<file path="src/rtl/dip_pkg.sv">
package dip_pkg;
  typedef enum logic [2:0] {
    CLS_OTHER   = 3'd0,
    CLS_BRANCH  = 3'd1,
    CLS_CALL    = 3'd2,
    CLS_ALU_IMM = 3'd3,
    CLS_ALU_REG = 3'd4
  } cls_e;

  // unknown codes behave as "other"
  function automatic cls_e decode_cls(input logic [2:0] code);
    case (code)
      3'd1:    return CLS_BRANCH;
      3'd2:    return CLS_CALL;
      3'd3:    return CLS_ALU_IMM;
      3'd4:    return CLS_ALU_REG;
      default: return CLS_OTHER;
    endcase
  endfunction

  function automatic logic is_flow(input cls_e c);
    return (c == CLS_BRANCH) || (c == CLS_CALL);
  endfunction

  function automatic logic writes_dst(input cls_e c);
    return c != CLS_BRANCH;
  endfunction
endpackage

</file>
<file path="src/rtl/dip_class_rule.sv">
module dip_class_rule
  import dip_pkg::*;
(
  input  cls_e old_cls_i,
  input  cls_e yng_cls_i,
  output logic pair_ok_o
);
  // rows: older position, columns: younger position
  always_comb begin
    pair_ok_o = 1'b0;
    unique case (old_cls_i)
      CLS_ALU_IMM: pair_ok_o = (yng_cls_i == CLS_ALU_IMM) ||
                               (yng_cls_i == CLS_BRANCH)  ||
                               (yng_cls_i == CLS_CALL);
      CLS_ALU_REG: pair_ok_o = (yng_cls_i == CLS_ALU_IMM);
      CLS_BRANCH:  pair_ok_o = (yng_cls_i == CLS_ALU_IMM);
      CLS_CALL:    pair_ok_o = 1'b0;
      default:     pair_ok_o = 1'b0;
    endcase
  end
endmodule

</file>
<file path="src/rtl/dip_hazard.sv">
module dip_hazard #(
  parameter int unsigned REG_W = 5
) (
  input  logic             old_wr_i,
  input  logic [REG_W-1:0] old_dst_i,
  input  logic             yng_wr_i,
  input  logic [REG_W-1:0] yng_dst_i,
  input  logic [REG_W-1:0] yng_src0_i,
  input  logic [REG_W-1:0] yng_src1_i,
  output logic             raw_o,
  output logic             waw_o
);
  localparam int unsigned NSRC = 2;
  logic [NSRC-1:0][REG_W-1:0] srcs;
  logic [NSRC-1:0]            hit;

  assign srcs = {yng_src1_i, yng_src0_i};

  for (genvar g = 0; g < NSRC; g++) begin : g_src
    assign hit[g] = old_wr_i && (srcs[g] == old_dst_i);
  end

  assign raw_o = |hit;
  assign waw_o = old_wr_i && yng_wr_i && (yng_dst_i == old_dst_i);
endmodule

</file>
<file path="src/rtl/dual_issue_pair.sv">
module dual_issue_pair
  import dip_pkg::*;
#(
  parameter int unsigned REG_W = 5
) (
  input  logic             clk_i,
  input  logic             rst_ni,
  input  logic             stall_i,
  input  logic             old_vld_i,
  input  logic [2:0]       old_cls_i,
  input  logic [REG_W-1:0] old_dst_i,
  input  logic [REG_W-1:0] old_src0_i,
  input  logic [REG_W-1:0] old_src1_i,
  input  logic             yng_vld_i,
  input  logic [2:0]       yng_cls_i,
  input  logic [REG_W-1:0] yng_dst_i,
  input  logic [REG_W-1:0] yng_src0_i,
  input  logic [REG_W-1:0] yng_src1_i,
  output logic             iss_old_o,
  output logic             iss_yng_o,
  output logic [1:0]       consume_o
);
  cls_e old_c, yng_c;
  logic cls_ok, raw, waw, go;

  assign old_c = decode_cls(old_cls_i);
  assign yng_c = decode_cls(yng_cls_i);

  dip_class_rule u_rule (
    .old_cls_i (old_c),
    .yng_cls_i (yng_c),
    .pair_ok_o (cls_ok)
  );

  dip_hazard #(.REG_W(REG_W)) u_haz (
    .old_wr_i   (writes_dst(old_c)),
    .old_dst_i  (old_dst_i),
    .yng_wr_i   (writes_dst(yng_c)),
    .yng_dst_i  (yng_dst_i),
    .yng_src0_i (yng_src0_i),
    .yng_src1_i (yng_src1_i),
    .raw_o      (raw),
    .waw_o      (waw)
  );

  assign go        = rst_ni && !stall_i && old_vld_i;
  assign iss_old_o = go;
  assign iss_yng_o = go && yng_vld_i && cls_ok && !raw && !waw;
  assign consume_o = {iss_yng_o, iss_old_o && !iss_yng_o};

  a_r1_in_order: assert property (@(posedge clk_i) disable iff (!rst_ni)
    iss_yng_o |-> iss_old_o);
  a_r1_count_range: assert property (@(posedge clk_i) disable iff (!rst_ni)
    consume_o != 2'd3);
  a_r2_stall_blocks: assert property (@(posedge clk_i) disable iff (!rst_ni)
    (stall_i || !old_vld_i) |-> (!iss_old_o && consume_o == 2'd0));
  a_r4_no_two_flow: assert property (@(posedge clk_i) disable iff (!rst_ni)
    iss_yng_o |-> !(is_flow(old_c) && is_flow(yng_c)));
  a_r5_call_not_older: assert property (@(posedge clk_i) disable iff (!rst_ni)
    iss_yng_o |-> (old_c != CLS_CALL));
  a_r6_reg_alu_not_younger: assert property (@(posedge clk_i) disable iff (!rst_ni)
    iss_yng_o |-> (yng_c != CLS_ALU_REG));
  a_r7_other_alone: assert property (@(posedge clk_i) disable iff (!rst_ni)
    iss_yng_o |-> (old_c != CLS_OTHER && yng_c != CLS_OTHER));
  a_r8_raw_held: assert property (@(posedge clk_i) disable iff (!rst_ni)
    (iss_yng_o && old_c != CLS_BRANCH) |->
      (yng_src0_i != old_dst_i && yng_src1_i != old_dst_i));
endmodule

</file>
<file path="config.mk">
export PLATFORM = sky130hd
export DESIGN_NAME = dual_issue_pair
export DESIGN_NICKNAME = d
export VERILOG_FILES = /design/src/rtl/dip_pkg.sv /design/src/rtl/dip_class_rule.sv /design/src/rtl/dip_hazard.sv /design/src/rtl/dual_issue_pair.sv
export SDC_FILE = /design/constraint.sdc
export NUM_CORES = 1
export LEC_CHECK = 0
export ABC_AREA = 1
export BUFFER_PORTS_ARGS = -buffer_cell sky130_fd_sc_hd__buf_2
export CAP_MARGIN = 15
export CORE_AREA = 4 4 41 43
export DETAILED_ROUTE_END_ITERATION = 8
export DIE_AREA = 0 0 45 47
export GPL_ROUTABILITY_DRIVEN = 0
export PLACE_DENSITY = 0.66
export SYNTH_ARGS = -nofsm -noshare
export SYNTH_HDL_FRONTEND = slang
export SYNTH_SLANG_ARGS = --single-unit
</file>
<file path="constraint.sdc">
create_clock -name vclk -period 1
set_clock_uncertainty 0.2 [all_clocks]
set_input_delay 0 -clock vclk [all_inputs]
set_output_delay 0 -clock vclk [all_outputs]
set_load 0.005 [all_outputs]
</file>
# After elaboration in Yosys (flattened, before gate mapping)
# Cells that the tools add are included.
[word_totals] ramBits=0 rom_bits=0 out_inout_bits=4 latchBits=0 n_memories=0 in_bits=41 regBits=0 elab_cells=41
[classes] n_reduce_logical=19 add_sub_neg=0 bitwise=0 eq_ne=19 multipliers=0 shifts=0 muxes=3 div=0 n_lt_le_gt_ge=0
[ops] operator="$pmux 3 s4" n=2
[ops] operator="$eq 3x2->1 const B" n=7
[ops] operator="$eq 5x5->1" n=3
[ops] operator="$eq 3x1->1 const B" n=4
[ops] operator="$logic_and 1x1->1" n=11
[ops] operator="$eq 3x3->1 const B" n=3
[ops] operator="$ne 3x1->1 const B" n=2
[ops] operator="$logic_not 1->1" n=4
[ops] operator="$reduce_or 2->1" n=2
[ops] operator="$logic_or 1x1->1" n=2
[ops] operator="$pmux 1 s2" n=1

# Logic depth before layout (Yosys ltp)
# Gate-level depths: netlist of the first run.
[depth] depth_word=11 depth_mapped=9

# Cells and area by module
# Synthesis of the first run repeated with hierarchy kept, for this count alone.
[hier_totals] hier_cells=97 hier_area_um2=451.7
[by_module_without_submodules] mod="dip_hazard" seq_area_each_um2=0.0 cells_per_inst=57 instances=1 area_per_inst_um2=260.2
[by_module_without_submodules] mod="dual_issue_pair" seq_area_each_um2=0.0 cells_per_inst=26 instances=1 area_per_inst_um2=136.4
[by_module_without_submodules] mod="dip_class_rule" seq_area_each_um2=0.0 cells_per_inst=14 instances=1 area_per_inst_um2=55.1

# Worst setup path before layout of the first run
# No wires, ideal clock.
[synth_path] kind="input-to-output" startpoint="input stall_i" endpoint="output consume_o[1]" path_slack_ps=70 arrival_ps=730 n_path_buf=1 stages=7 cell_sequence="nand3b_4 > nor2_1 > nand3_1 > nor2_1 > nand3_1 > nor2_2 > buf_4"
[synth_between] elab_chain_len=7
[synth_rtl] item="from (decl)" line_no="dual_issue_pair.sv:8" source="input logic stall_i,"
[synth_rtl] item="$logic_not 1->1" line_no="dual_issue_pair.sv:46" source="assign go = rst_ni && !stall_i && old_vld_i;"
[synth_rtl] item="$logic_and 1x1->1 (2 in series)" line_no="dual_issue_pair.sv:46"
[synth_rtl] item="$logic_and 1x1->1 (4 in series)" line_no="dual_issue_pair.sv:48" source="assign iss_yng_o = go && yng_vld_i && cls_ok && !raw && !waw;"
[synth_rtl] item="to (decl)" line_no="dual_issue_pair.sv:21" source="output logic [1:0] consume_o"
# Every way passes these cells.

# Worst setup path after layout of the first run
[layout_path] startpoint="input old_dst_i[0]" endpoint="output consume_o[0]"
[layout_between] elab_chain_len=8 word_cells_on_any_way=13
[layout_rtl] item="from (decl)" line_no="dual_issue_pair.sv:11" source="input logic [REG_W-1:0] old_dst_i,"
[layout_rtl] item="$eq 5x5->1" line_no="dip_hazard.sv:20" source="assign hit[g] = old_wr_i && (srcs[g] == old_dst_i);"
[layout_rtl] item="$logic_and 1x1->1" line_no="dip_hazard.sv:20"
[layout_rtl] item="$reduce_or 2->1" line_no="dip_hazard.sv:23" source="assign raw_o = |hit;"
[layout_rtl] item="$logic_not 1->1" line_no="dual_issue_pair.sv:48"
[layout_rtl] item="$logic_and 1x1->1" line_no="dual_issue_pair.sv:48"
[layout_rtl] item="$logic_and 1x1->1 (*)" line_no="dual_issue_pair.sv:48"
[layout_rtl] item="$logic_not 1->1 (*)" line_no="dual_issue_pair.sv:49" source="assign consume_o = {iss_yng_o, iss_old_o && !iss_yng_o};"
[layout_rtl] item="$logic_and 1x1->1 (*)" line_no="dual_issue_pair.sv:49"
# Mark *: on every way between the ends. The rest lies on a longest branch, timed or not.

==> results of run 1 <==
==> worst max-delay path: cells and delay by family <==
kind	cells	cell delay (ns)
buffers and inverters	3	0.30
AND/OR/NAND/NOR	8	0.55
==> cell type report <==
cell class	instances	area, um2
inverter	17	63.8
multi-input combinational	56	288
tap	15	18.8
timing repair buffer	36	191
fill	163	739
==> cell families (layout without fill, tap and decap cells) <==
| logic type | count (synthesis) | in the layout | share of synthesized area [%] |
|---|---|---|---|
| xor+xnor | 8 | 8 | 19.8 |
| buf+inv | 18 | 53 | 20.1 |
| compound gates | 2 | 2 | 2.82 |
| simple gates | 46 | 46 | 57.2 |
==> per-layer routing <==
metal,routed length [um],global-route usage (%),vias to the layer above
met5,0,0,-
met4,0,0,0
met3,103,0.383,0
met2,479,19.5,25
met1,386,10.3,206
li1,-,-,285
==> through the flow <==
stage	std cells	util [%]
3_5_place_dp	124	42.3
5_1_grt	124	43.2
6_report	124	43.2
4_1_cts	124	42.8
3_3_place_gp	124	42.3
2_1_floorplan	74	-
==> placed cells by master, fill, tap and decap left out, drive strengths merged <==
master  Yosys  final
xor2        3      3
nand3b      1      1
nor2       11     11
nand3       3      3
inv        17     17
a21oi       1      1
nand2      29     29
xnor2       5      5
o21ai       1      1
nand4       2      2
buf         1     36
==> worst min-delay path by stage <==
stage / start / cells after the start / end / slack, ns
6_report: stall_i / 5 / iss_old_o / 0.22
2_1_floorplan: old_vld_i / 2 / consume_o[0] / -0.10
3_5_place_dp: old_vld_i / 5 / iss_old_o / 0.22
3_3_place_gp: old_vld_i / 5 / iss_old_o / 0.22
4_1_cts: stall_i / 5 / iss_old_o / 0.22
5_1_grt: stall_i / 5 / consume_o[0] / 0.25
==> power groups by stage <==
| stage | Clock [W] | Sequential [W] | Combinational (W) |
|---|---|---|---|
| after floorplan | 0 | 0 | 0.0000865 |
| after global placement | 0 | 0 | 0.000179 |
| after detailed placement | 0 | 0 | 0.000183 |
| after CTS | 0 | 0 | 0.000186 |
| after global routing | 0 | 0 | 0.000213 |
| final | 0 | 0 | 0.000186 |
==> what timing repair did <==
item	CTS	global route
setup buffers	0	0
hold endpoints to repair	0	0
hold buffers	0	0
resized for setup	1	3
pin swaps	0	2
setup endpoints to repair	3	3
gates cloned	0	0
==> results.py, run 1 <==
metrics = {
    "sta": {
        "fmax_mhz": 943,
        "hold_viol": 0,
        "whs_ns": 0.221,
        "fin_setup_tns_ns": -0.121,
        "setup_violations": 3,
        "min_period_ns": 1.06,
        "worstMarginPinSlew_ns": 0.153,
        "maxSlewViolCount": 0,
        "finalCritPeriodShare_pct": 106,
        "rsz0062_at_grt": "yes",
        "setup_slack_ns": -0.0610,
        "slew-limit-headroom_pct": 89.7,
    },
    "critical_path": {
        "cpMostUsedCell": "nand2_1",
        "critPathMaxFanout": 4,
        "worstPathArrival_ns": 0.86,
        "crit_path_cell_trace": "buf_2, inv_1, nand2_1, nand2_1, nand2_1, nor2_1, nand3_1, nand3_1, nor2_2, nor2_2, buf_2",
        "critPathLaunchType": "input port",
        "critPathSlowestCell": "buf_2",
        "crit_type": "input port to output port",
        "crit_required_ns": 0.80,
        "critical_path.startpoint": "old_dst_i[0]",
        "max_stage_delay_ns": 0.12,
        "cp-end-kind": "output port",
        "critical_path.endpoint": "consume_o[0]",
    },
    "detailed_routing": {
        "detail_route.first_pass.iterations": 4,
        "ant_nets": 0,
        "viasPerCell": 4.16,
        "routed_wl_um": 970,
        "dr.first_iter.drc_count": 1,
        "vias": 516,
        "drc": 0,
        "wl_per_cell_um": 7.82,
    },
    "pwr": {
        "cellLeakagePower_nw": 0.389,
        "p_int_w": 0.0000984,
        "switchingPower_w": 0.0000874,
        "combPwrFrac_pct": 100.0,
        "power.density_nw_per_um2": 331,
        "p_total_w": 0.000186,
        "p_sw_share_pct": 47.0,
        "pwr-share-seq_pct": 0,
        "irDropWorstVdd_v": 0.000121,
        "clkPwrFrac_pct": 0,
    },
    "layout": {
        "register_area_um2": 0,
        "final_nets": 152,
        "drive_above_1_share_pct": 38.5,
        "clock_buffers": 0,
        "seq_cells": 0,
        "diodes": 0,
        "design_area_um2": 562,
        "syn_to_final_growth_pct": 58.7,
    },
    "global_routing": {
        "antenna_found_initial": 0,
        "grt_overflow": 0,
        "grt_pass1_vias": 463,
        "grt_pass1_wl_um": 1570,
        "track_usage_pct": 9.13,
        "grt_max_degree": 5,
    },
    "synthesis": {
        "synth_top_area_share_pct": 30.7,
        "syn_area_um2": 354,
        "synth_common_cells": "nand2_1 (29), inv_1 (17), nor2_1 (9)",
        "yosys_warnings": 0,
        "synth-seq-area-share_pct": 0,
        "synth_area_leaders": "nand2_1 (31%), inv_1 (18%), xnor2_1 (12%)",
        "yosysTopAreaCell": "nand2_1",
        "yosysMostFrequentCell": "nand2_1",
        "synthCells": 74,
        "synth_nets": 115,
        "synth.distinct_cells": 12,
        "avgSynthCellArea_um2": 4.78,
    },
    "die": {
        "die_h_um": 47,
        "start_util_pct": 27.2,
        "fp-row-count": 13,
        "die_x_um": 45,
        "num_io_pins": 45,
        "die_area_um2": 2120,
        "core-area_um2": 1300,
    },
    "status": {
        "violations": "setup timing",
        "status": "finished, violations left",
    },
    "placed_design": {
        "port_buffers": 34,
        "place_ws_ns": -0.0886,
        "place_area_um2": 551,
        "dp_hpwl_um": 916,
    },
    "run": {
        "maxCapViolCount": 0,
    },
    "worst_hold_path": {
        "hold_path_class": "input port to output port",
    },
}
Note: power is estimated with default switching activity, not from simulation.
==> run 2: changes to the inputs <==
Settings changed: REMOVE_ABC_BUFFERS from default to 1.
==> results.py, run 2 (synthesis gave the netlist of run 1 again) <==
metrics = {
    "status": {
        "status": "finished, violations left",
        "violations": "setup timing",
    },
    "detailed_routing": {
        "routed_wl_um": 960,
        "detail_route.first_pass.iterations": 4,
        "dr.first_iter.drc_count": 5,
        "drc": 0,
        "vias": 507,
        "viasPerCell": 4.09,
        "wl_per_cell_um": 7.74,
        "ant_nets": 0,
    },
    "pwr": {
        "power.density_nw_per_um2": 332,
        "p_total_w": 0.000192,
        "irDropWorstVdd_v": 0.000136,
        "cellLeakagePower_nw": 0.387,
    },
    "placed_design": {
        "dp_hpwl_um": 907,
        "port_buffers": 34,
        "numPlacedInstances": 124,
        "place_area_um2": 551,
    },
    "worst_hold_path": {
        "hold_path_class": "input port to output port",
    },
    "critical_path": {
        "critPathLaunchType": "input port",
        "crit_required_ns": 0.80,
        "critPathMaxFanout": 3,
        "crit_type": "input port to output port",
        "cp-end-kind": "output port",
        "worstPathArrival_ns": 0.85,
    },
    "layout": {
        "final_nets": 152,
        "final_cells": 124,
        "syn_to_final_growth_pct": 62.9,
        "final_cell_mix": "buf_2 (33), nand2_1 (28), inv_1 (14)",
        "drive_above_1_share_pct": 43.1,
        "final_common_cell": "buf_2",
        "fin_util_pct": 44.3,
        "clock_buffers": 0,
        "register_area_um2": 0,
        "design_area_um2": 577,
        "seq_cells": 0,
        "diodes": 0,
    },
    "sta": {
        "slew-limit-headroom_pct": 87.1,
        "maxSlewViolCount": 0,
        "finalCritPeriodShare_pct": 105,
        "worstMarginPinSlew_ns": 0.191,
        "hold_viol": 0,
        "fin_setup_tns_ns": -0.0822,
        "min_period_ns": 1.05,
        "fmax_mhz": 957,
        "setup_violations": 3,
        "rsz0062_at_grt": "yes",
        "setup_slack_ns": -0.0453,
    },
    "global_routing": {
        "grt_pass1_vias": 458,
        "grt_pass1_wl_um": 1660,
        "grt_overflow": 0,
        "grt_max_degree": 5,
        "antenna_found_initial": 0,
        "track_usage_pct": 9.76,
    },
    "die": {
        "die_area_um2": 2120,
        "die_h_um": 47,
        "fp-row-count": 13,
        "die_x_um": 45,
        "start_util_pct": 27.2,
        "core-area_um2": 1300,
        "num_io_pins": 45,
    },
    "run": {
        "maxCapViolCount": 0,
    },
}
run 2: cell counts in the layout (fill, tap and decap cells not counted):
Identical to the previous run, type by type.
run 2: layer usage:
metal	global-route usage [%]	wire, um
met3	0.383	97
met2	19.5	463
met1	12.1	399
met4	0	0
met5	0	0
run 2: power breakdown:
group	switching, W	internal [W]
Clock	0	0
Sequential	0	0
Combinational	0.0000915	0.000100
Total	0.0000915	0.000100
run 2: metrics by stage:
step | setup WS [ns] | hold slack, ns
after detailed placement | -0.0672 | 0.223
after floorplan | 0.132 | -0.101
after CTS | -0.0597 | 0.220
after global placement | -0.0819 | 0.222
after global routing | -0.131 | 0.243
final | -0.0453 | 0.215
run 2: layout make-up:
cell class,count,area [um2]
Multi-Input combinational cell,56,303
Fill cell,148,724
Inverter,17,63.8
Timing Repair Buffer,36,191
Tap cell,15,18.8
run 2: worst paths after layout:
check / depth (start not counted) / endpoint / startpoint / slack [ns]
worst max-delay path: 9 / consume_o[0] / stall_i / -0.05
worst min-delay path: 5 / consume_o[0] / stall_i / 0.22
run 2: what timing repair did:
item,4_1_cts,5_1_grt
setup endpoints to repair,3,3
setup buffers,0,0
resized for setup,2,8
hold endpoints to repair,0,0
pin swaps,1,3
hold buffers,0,0
run 2: worst max-delay path, cell delays in order:
cell,delay [ns]
buf_6,0.09
nand3b_4,0.14
nor2_1,0.08
nand3_1,0.07
nor2_1,0.11
nand3_2,0.10
nor2_4,0.11
nor2_2,0.03
buf_2,0.11
==> run 3: changes to the inputs <==
Settings changed: PLACE_DENSITY 0.66 to 0.74, SYNTH_HIERARCHICAL from default to 1.
==> results.py, run 3 <==
metrics = {
    "die": {
        "num_io_pins": 45,
        "start_util_pct": 34.7,
        "fp-row-count": 13,
        "die_x_um": 45,
        "core-area_um2": 1300,
        "die_area_um2": 2120,
        "die_h_um": 47,
    },
    "critical_path": {
        "critPathSlowestCell": "nor3b_4",
        "crit_cells": 11,
        "worstPathArrival_ns": 0.92,
        "critPathLaunchType": "input port",
        "max_stage_delay_ns": 0.19,
        "crit_required_ns": 0.80,
        "critPathBufInv": 4,
        "critical_path.endpoint": "iss_yng_o",
        "cp-end-kind": "output port",
        "crit_type": "input port to output port",
        "crit_path_cell_trace": "buf_8, nor3b_4, inv_1, nand2_1, nand3_1, nor2_1, nand2_1, inv_1, nand2_2, nor2_2, buf_2",
        "cp_top_family": "simple AND/OR/NAND/NOR gates",
        "critical_path.startpoint": "old_cls_i[0]",
        "critPathMaxFanout": 2,
    },
    "placed_design": {
        "port_buffers": 34,
        "place_area_um2": 641,
        "numPlacedInstances": 146,
        "place_ws_ns": -0.161,
        "dp_hpwl_um": 957,
    },
    "global_routing": {
        "grt_overflow": 0,
        "grt_pass1_vias": 491,
        "track_usage_pct": 9.83,
        "antenna_found_initial": 0,
        "grt_max_degree": 5,
        "grt_pass1_wl_um": 1640,
    },
    "sta": {
        "hold_viol": 0,
        "slew-limit-headroom_pct": 87.1,
        "maxSlewViolCount": 0,
        "min_period_ns": 1.12,
        "setup_violations": 3,
        "setup_slack_ns": -0.117,
        "fmax_mhz": 895,
        "finalCritPeriodShare_pct": 112,
        "worstMarginPinSlew_ns": 0.193,
        "rsz0062_at_grt": "yes",
    },
    "synthesis": {
        "synth.distinct_cells": 17,
        "syn_area_um2": 452,
        "synthCells": 97,
        "yosysTopAreaCell": "nand2_1",
        "yosysMostFrequentCell": "nand2_1",
        "synth-seq-area-share_pct": 0,
        "synth_area_leaders": "nand2_1 (30%), inv_1 (18%), nor2_1 (11%)",
        "synth_common_cells": "nand2_1 (36), inv_1 (22), nor2_1 (13)",
        "avgSynthCellArea_um2": 4.66,
        "yosys_warnings": 6,
        "synth_top_area_share_pct": 29.9,
    },
    "layout": {
        "design_area_um2": 729,
        "final_common_cell": "nand2_1",
        "clock_buffers": 0,
        "drive_above_1_share_pct": 44.3,
        "final_cell_mix": "nand2_1 (34), buf_2 (25), inv_1 (20)",
        "seq_cells": 0,
        "nFillCells": 141,
        "syn_to_final_growth_pct": 61.5,
        "fin_util_pct": 56.1,
        "register_area_um2": 0,
        "final_nets": 174,
        "final_cells": 146,
        "diodes": 0,
    },
    "detailed_routing": {
        "drc": 0,
        "wl_per_cell_um": 7.81,
        "vias": 596,
        "detail_route.first_pass.iterations": 4,
        "dr.first_iter.drc_count": 10,
        "viasPerCell": 4.08,
        "routed_wl_um": 1140,
        "ant_nets": 0,
    },
    "worst_hold_path": {
        "hold_path_class": "input port to output port",
    },
    "pwr": {
        "power.density_nw_per_um2": 354,
        "irDropWorstVdd_v": 0.000187,
        "p_total_w": 0.000258,
        "cellLeakagePower_nw": 0.473,
    },
    "cts": {
        "postCtsHoldBufs": 0,
    },
    "status": {
        "violations": "setup timing",
        "status": "finished, violations left",
    },
    "run": {
        "maxCapViolCount": 0,
    },
}
-- run 3: timing repair --
action / 4_1_cts / 5_1_grt
setup buffers: 0 / 0
gates resized for setup: 14 / 10
pin swaps: 17 / 13
setup endpoints to repair: 3 / 3
cloned: 0 / 0
-- run 3: kinds of logic after synthesis --
| logic type | Yosys count | share of synthesized area [%] |
|---|---|---|
| compound gates | 4 | 6.09 |
| xor+xnor | 4 | 7.76 |
| buf+inv | 28 | 24.1 |
| simple gates | 61 | 62.1 |
-- run 3: final cells by class --
type                       instances  area (um2)  area share, %
multi-input combinational         69         380           52.1
timing repair buffer              35         226           31.0
inverter                          27         104           14.2
tap                               15        18.8           2.57
-- run 3: worst min path at each step --
stage | from | to | cells after the start
global placement | rst_ni | iss_old_o | 4
global route | rst_ni | iss_old_o | 4
detailed placement | rst_ni | iss_old_o | 4
CTS | rst_ni | iss_old_o | 4
finish | rst_ni | iss_old_o | 4
floorplan | rst_ni | iss_old_o | 2
-- run 3: routing by layer --
layer	share of wire [%]	wire length [um]	GRT usage, %
met1	41	463	11.0
met2	49	561	20.3
met3	10	115	0
met4	0	0	2.34
met5	0	0	0
-- run 3: per-stage QoR --
step | hold WS [ns] | TNS (ns)
after floorplan | -0.103 | 0
after global placement | 0.117 | -0.339
after detailed placement | 0.120 | -0.435
after CTS | 0.119 | -0.340
after global routing | 0.144 | -0.610
final | 0.122 | -0.315
-- run 3: power breakdown --
group / total [W] / internal [W] / leakage (nW) / switching [W]
Clock: 0 / 0 / 0 / 0
Sequential: 0 / 0 / 0 / 0
Combinational: 0.000258 / 0.000134 / 0.473 / 0.000124
Total: 0.000258 / 0.000134 / 0.473 / 0.000124
